**src/rtl/bsel_pkg.sv**
```systemverilog
package bsel_pkg;
    localparam int NUM_REGS  = 8;
    localparam int IDX_W     = $clog2(NUM_REGS);
    localparam int DATA_W    = 8;
    localparam int PRG_OFS_W = 13;
    localparam int CHR_OFS_W = 10;
    localparam int NUM_CHR   = 6;
    localparam int PRG_REG_LO = 6;
    localparam int PRG_REG_HI = 7;

    typedef enum logic [1:0] {
        OP_NONE  = 2'd0,
        OP_INDEX = 2'd1,
        OP_DATA  = 2'd2
    } bus_op_e;

    typedef struct packed {
        bus_op_e           op;
        logic [DATA_W-1:0] data;
    } bus_cmd_t;

    function automatic bus_op_e classify(input logic wr, input logic [2:0] top3, input logic a0);
        if (!wr || top3 != 3'b100) return OP_NONE;
        return a0 ? OP_DATA : OP_INDEX;
    endfunction
endpackage

```
**src/rtl/bsel_decode.sv**
```systemverilog
module bsel_decode
    import bsel_pkg::*;
(
    input  logic              wr,
    input  logic [15:0]       addr,
    input  logic [DATA_W-1:0] data,
    output bus_cmd_t          cmd
);
    logic unused_addr_bits;
    assign unused_addr_bits = ^addr[12:1];

    always_comb begin
        cmd.op   = classify(wr, addr[15:13], addr[0]);
        cmd.data = data;
    end
endmodule

```
**src/rtl/bsel_regfile.sv**
```systemverilog
module bsel_regfile
    import bsel_pkg::*;
(
    input  logic                       clk,
    input  logic                       rst,
    input  bus_cmd_t                   cmd,
    output logic [IDX_W-1:0]           idx_q,
    output logic [NUM_REGS*DATA_W-1:0] bank_flat
);
    logic unused_idx_bits;
    assign unused_idx_bits = ^cmd.data[DATA_W-1:IDX_W];

    always_ff @(posedge clk) begin
        if (rst)                    idx_q <= '0;
        else if (cmd.op == OP_INDEX) idx_q <= cmd.data[IDX_W-1:0];
    end

    for (genvar g = 0; g < NUM_REGS; g++) begin : g_bank
        logic [DATA_W-1:0] bank_q;
        always_ff @(posedge clk) begin
            if (rst)
                bank_q <= '0;
            else if (cmd.op == OP_DATA && idx_q == IDX_W'(g))
                bank_q <= cmd.data;
        end
        assign bank_flat[g*DATA_W +: DATA_W] = bank_q;
    end
endmodule

```
**src/rtl/bsel_prg_map.sv**
```systemverilog
module bsel_prg_map
    import bsel_pkg::*;
#(
    parameter int PRG_BANK_W = 6
) (
    input  logic [DATA_W-1:0]               bank_lo,
    input  logic [DATA_W-1:0]               bank_hi,
    input  logic [15:0]                     cpu_addr,
    output logic [PRG_BANK_W+PRG_OFS_W-1:0] prg_addr
);
    localparam logic [PRG_BANK_W-1:0] LAST_BANK   = '1;
    localparam logic [PRG_BANK_W-1:0] PENULT_BANK = LAST_BANK - 1'b1;

    logic [PRG_BANK_W-1:0] win_bank;
    logic                  unused_prg;

    if (PRG_BANK_W < DATA_W) begin : g_trim
        assign unused_prg = ^{bank_lo[DATA_W-1:PRG_BANK_W], bank_hi[DATA_W-1:PRG_BANK_W], cpu_addr[15]};
    end else begin : g_full
        assign unused_prg = cpu_addr[15];
    end

    always_comb begin
        unique case (cpu_addr[14:13])
            2'b00:   win_bank = bank_lo[PRG_BANK_W-1:0];
            2'b01:   win_bank = bank_hi[PRG_BANK_W-1:0];
            2'b10:   win_bank = PENULT_BANK;
            default: win_bank = LAST_BANK;
        endcase
        prg_addr = {win_bank, cpu_addr[PRG_OFS_W-1:0]};
    end
endmodule

```
**src/rtl/bsel_chr_map.sv**
```systemverilog
module bsel_chr_map
    import bsel_pkg::*;
#(
    parameter int CHR_BANK_W = 8
) (
    input  logic [NUM_CHR*DATA_W-1:0]       chr_banks,
    input  logic [12:0]                     ppu_addr,
    output logic [CHR_BANK_W+CHR_OFS_W-1:0] chr_addr
);
    logic [DATA_W-1:0] big_sel;
    logic [DATA_W-1:0] small_sel;
    logic [2:0]        small_idx;
    logic              unused_chr;

    if (CHR_BANK_W < DATA_W) begin : g_trim
        assign unused_chr = ^{big_sel[DATA_W-1:CHR_BANK_W], small_sel[DATA_W-1:CHR_BANK_W], big_sel[0]};
    end else begin : g_full
        assign unused_chr = big_sel[0];
    end

    always_comb begin
        small_idx = 3'd2 + {1'b0, ppu_addr[11:10]};
        big_sel   = chr_banks[{2'b00, ppu_addr[11]}*DATA_W +: DATA_W];
        small_sel = chr_banks[small_idx*DATA_W +: DATA_W];
        if (!ppu_addr[12])
            chr_addr = {big_sel[CHR_BANK_W-1:1], ppu_addr[10:0]};
        else
            chr_addr = {small_sel[CHR_BANK_W-1:0], ppu_addr[9:0]};
    end
endmodule

```
**src/rtl/bank_select_regs.sv**
```systemverilog
module bank_select_regs
    import bsel_pkg::*;
#(
    parameter int PRG_BANK_W = 6,
    parameter int CHR_BANK_W = 8
) (
    input  logic                            clk,
    input  logic                            rst,
    input  logic                            cpu_wr,
    input  logic [15:0]                     cpu_addr,
    input  logic [7:0]                      cpu_data,
    input  logic [12:0]                     ppu_addr,
    output logic [PRG_BANK_W+PRG_OFS_W-1:0] prg_addr,
    output logic [CHR_BANK_W+CHR_OFS_W-1:0] chr_addr
);
    bus_cmd_t                   cmd;
    logic [IDX_W-1:0]           idx_q;
    logic [NUM_REGS*DATA_W-1:0] bank_flat;

    bsel_decode u_decode (
        .wr   (cpu_wr),
        .addr (cpu_addr),
        .data (cpu_data),
        .cmd  (cmd)
    );

    bsel_regfile u_regs (
        .clk       (clk),
        .rst       (rst),
        .cmd       (cmd),
        .idx_q     (idx_q),
        .bank_flat (bank_flat)
    );

    bsel_prg_map #(.PRG_BANK_W(PRG_BANK_W)) u_prg (
        .bank_lo  (bank_flat[PRG_REG_LO*DATA_W +: DATA_W]),
        .bank_hi  (bank_flat[PRG_REG_HI*DATA_W +: DATA_W]),
        .cpu_addr (cpu_addr),
        .prg_addr (prg_addr)
    );

    bsel_chr_map #(.CHR_BANK_W(CHR_BANK_W)) u_chr (
        .chr_banks (bank_flat[NUM_CHR*DATA_W-1:0]),
        .ppu_addr  (ppu_addr),
        .chr_addr  (chr_addr)
    );
endmodule

```
**config.mk**
```make
export PLATFORM = sky130hd
export DESIGN_NAME = bank_select_regs
export DESIGN_NICKNAME = d
export VERILOG_FILES = /design/src/rtl/bsel_pkg.sv /design/src/rtl/bsel_decode.sv /design/src/rtl/bsel_regfile.sv /design/src/rtl/bsel_prg_map.sv /design/src/rtl/bsel_chr_map.sv /design/src/rtl/bank_select_regs.sv
export SDC_FILE = /design/constraint.sdc
export NUM_CORES = 1
export LEC_CHECK = 0
export BUFFER_PORTS_ARGS = -buffer_cell sky130_fd_sc_hd__buf_4
export CAP_MARGIN = 20
export CORE_MARGIN = 2
export CORE_UTILIZATION = 48
export CTS_CLUSTER_DIAMETER = 150
export DETAILED_ROUTE_END_ITERATION = 10
export PLACE_DENSITY = 0.76
export SYNTH_ARGS = -nofsm -noshare
export SYNTH_HDL_FRONTEND = slang
export SYNTH_SLANG_ARGS = --single-unit
```
**constraint.sdc**
```tcl
create_clock -name clk -period 1.6 [get_ports clk]
set_input_delay 0 -clock clk [delete_from_list [all_inputs] [get_ports clk]]
set_output_delay 0 -clock clk [all_outputs]
set_load 0.01 [all_outputs]
```
==> metrics.txt <==
CTS tree yes; Leakage 0.00169 uW; share of the synthesized area in the top cell type 39.4%; ANT nets after route 0; Data arrival, critical path 1.83 ns; hold endpoint prg_addr[7]; Required @ worst endpoint 1.80 ns; Die W 84.4 um; diode count 0; dpl ws -0.0191 ns; worst reg2reg endpoint u_regs.g_bank[0].bank_q[2]; num ports 77; fmax 612 MHz; proportion of layout cells with a drive suffix above 1 29.0%; Seq/Total Area, Yosys 39.4%; drt first pass iters 4; CTS buffer count 9; largest net degree at the start of global routing 45; initial antenna violation count 0; clock skew 0.00551 ns; Post-Synthesis Cells 293; Max rail drop VDD 0.737 mV; yosys warns 0; H-tree level count 3; post-synthesis compound-gate area fraction 1.94%; global route overflow 0; Root Driver clkbuf_8; R2R depth 3; nets@finish 343; Top Layer Used met4; CP Max Fanout 7; Iteration-0 DRC Markers 102; crit end category register; Routed WL 6020 um; routed vias 2,043; Min-Delay Path Class in -> out; R2R setup slack -0.03 ns; Cell variety after synth 26; Hold Crit Depth 0; mux share of post-synthesis cell area 30.6%; Hold Buf Count CTS 0; Worst slew margin 73.9%; Final Hold Viols 0; starting density of the core 49.1%; Clock Pin Slew Worst Setup and Hold Paths 0.07 ns; measured slew at the worst slew-check pin 0.391 ns; # rows 29; max-slew violations 0; met3 routed WL 320 um; Max-cap violations 0; worst skew pair latency 0.33 ns; RSZ-0062 raised after global routing true; vias in the first global route 2,171; # clock sinks 61; fin crit share 102%; fin util 55.3%; min-delay src cpu_addr[7]; Total GRT Usage 18.1%; Crit Path Class reg -> reg; GPL Wtd Cong 0.751; crit start category register; RR Startpoint u_regs.idx_q[2]; violations in the final reports setup timing; Post-Synth Adder-Cell Area 0%; Avg WL per Cell 15.7 um; final worst slack -0.0337 ns; drc violations 0; DRT met1 WL 2790 um; Core Area 6310 um^2; Via density 5.32; xor/xnor cell area share of the yosys netlist 0%; WL met2 2830 um; syn avg cell area 10.6 um^2; Die Span Y 84.4 um; # setup viols final 7; area grow syn2layout 12.7%; outcome complete, but fails checks; Synth area leaders dfxtp_1 39%, mux2i_1 20%, nand2b_1 14%; Seq cells post-synth 61; first-pass GRT wire length 10,200 um; fillers 561; DIE AREA 7120 um^2; Tmin final 1.63 ns; Clock Path Buffers 2; Post-Synth Simple-Gate Area 19.6%; Yosys top cell by area dfxtp_1; post-synthesis instance area 3100 um^2; Synthesized Nets 333; largest family of logic cells by synthesized area multiplexers; Post-DP HPWL 4010 um; PD cells 888 nW/um^2; Port Buffers 32
==> per-stage QoR <==
step	hold WS [ns]	cells	total power, uW	cell area [um^2]	setup TNS [ns]
floorplan	0.0918	293	1740	3100	0
global placement	0.0000686	369	1770	3270	-0.0218
detailed placement	0.0000686	369	1770	3270	-0.0934
CTS	0.0000686	384	3130	3470	-0.222
global route	0.0000169	384	3230	3490	-0.501
finish	0.00000443	384	3100	3490	-0.191
==> worst max-delay path, cell delays in order, from the launching register on <==
cell     delay (ns)
dfxtp_2        0.32
or4b_4         0.50
or4_4          0.53
mux2i_1        0.15
==> kinds of logic (layout without fill, tap and decap cells) <==
| logic type | after synthesis | after routing |
|---|---|---|
| simple gates | 95 | 95 |
| mux | 84 | 84 |
| flops | 61 | 61 |
| buf+inv | 45 | 59 |
| compound gates | 8 | 8 |
==> worst max path at each step <==
stage                    startpoint                         end  slack [ns]  cells after the start
finish              u_regs.idx_q[2]  u_regs.g_bank[0].bank_q[2]       -0.03                      3
floorplan           u_regs.idx_q[2]  u_regs.g_bank[0].bank_q[1]      0.0005                      4
global placement    u_regs.idx_q[2]  u_regs.g_bank[0].bank_q[2]      -0.005                      3
global route        u_regs.idx_q[2]  u_regs.g_bank[0].bank_q[5]       -0.09                      3
CTS                 u_regs.idx_q[2]  u_regs.g_bank[0].bank_q[5]       -0.04                      3
detailed placement  u_regs.idx_q[2]  u_regs.g_bank[0].bank_q[3]       -0.02                      3
==> sequential cells by signal (all words and copies together) (netlist names) <==
name / flops
u_regs.idx_q: 3
u_regs.g_bank.bank_q: 58
==> final cells by class <==
class	instances	area (um^2)	share of cell area [%]
Clock buffer	11	151	4.33
Timing Repair Buffer	44	345	9.89
Sequential cell	61	1230	35.1
Clock inverter	4	47.5	1.36
Multi-Input combinational cell	187	1630	46.5
Tap cell	77	96.3	2.76
==> report_power, final <==
group          switching [uW]  total, uW  internal [uW]
Sequential               2.30       1520           1520
Combinational             102        208            105
Clock                     580       1370            790
Total                     684       3100           2420
==> layout by cell type, fill, tap and decap left out <==
master,Yosys,final
a211o_1,5,5
a21oi_1,1,1
a31oi_1,1,1
and4b_1,2,2
buf_4,23,40
buf_6,1,4
bufinv_16,0,1
clkbuf_8,0,11
clkinv_2,0,2
clkinvlp_4,0,1
dfxtp_1,61,56
dfxtp_2,0,5
mux2_2,15,13
mux2_4,0,2
mux2i_1,62,62
mux4_2,7,7
nand2_1,8,8
nand2b_1,68,68
nand4bb_1,1,1
nor2_1,1,1
nor2b_1,5,5
nor3_2,1,1
nor4b_1,1,1
nor4bb_1,1,1
o21ai_0,1,1
or2b_1,1,1
or3_1,2,2
or4_1,3,2
or4_4,0,1
or4b_4,1,1
==> routing by layer <==
| layer | global-route usage [%] | up-vias |
|---|---|---|
| met3 | 6.88 | 16 |
| met2 | 29.4 | 41 |
| li1 | - | 996 |
| met1 | 22.4 | 990 |
| met5 | 0 | - |
| met4 | 5.63 | 0 |
==> Yosys cell counts <==
master and number:
buf_4 23, nand2b_1 68, clkbuf_1 16, a31oi_1 1, or2b_1 1, nor4b_1 1, and4b_1 2, buf_1 4
or4_1 3, nand2_1 8, a211o_1 5, buf_6 1, nor2b_1 5, or4b_4 1, mux2_2 15, o21ai_0 1
mux4_2 7, nor3_2 1, nor2_1 1, or3_1 2, dfxtp_1 61, a21oi_1 1, mux2i_1 62, buf_2 1
nand4bb_1 1, nor4bb_1 1
==> repair_timing <==
| item | in CTS | in global routing |
|---|---|---|
| setup buffers | 0 | 0 |
| hold endpoints to repair | 0 | 0 |
| gates resized for setup | 0 | 10 |
| gates cloned | 0 | 0 |
| endpoints found under the setup margin | 7 | 11 |
Note: power is estimated with default switching activity, not from simulation.
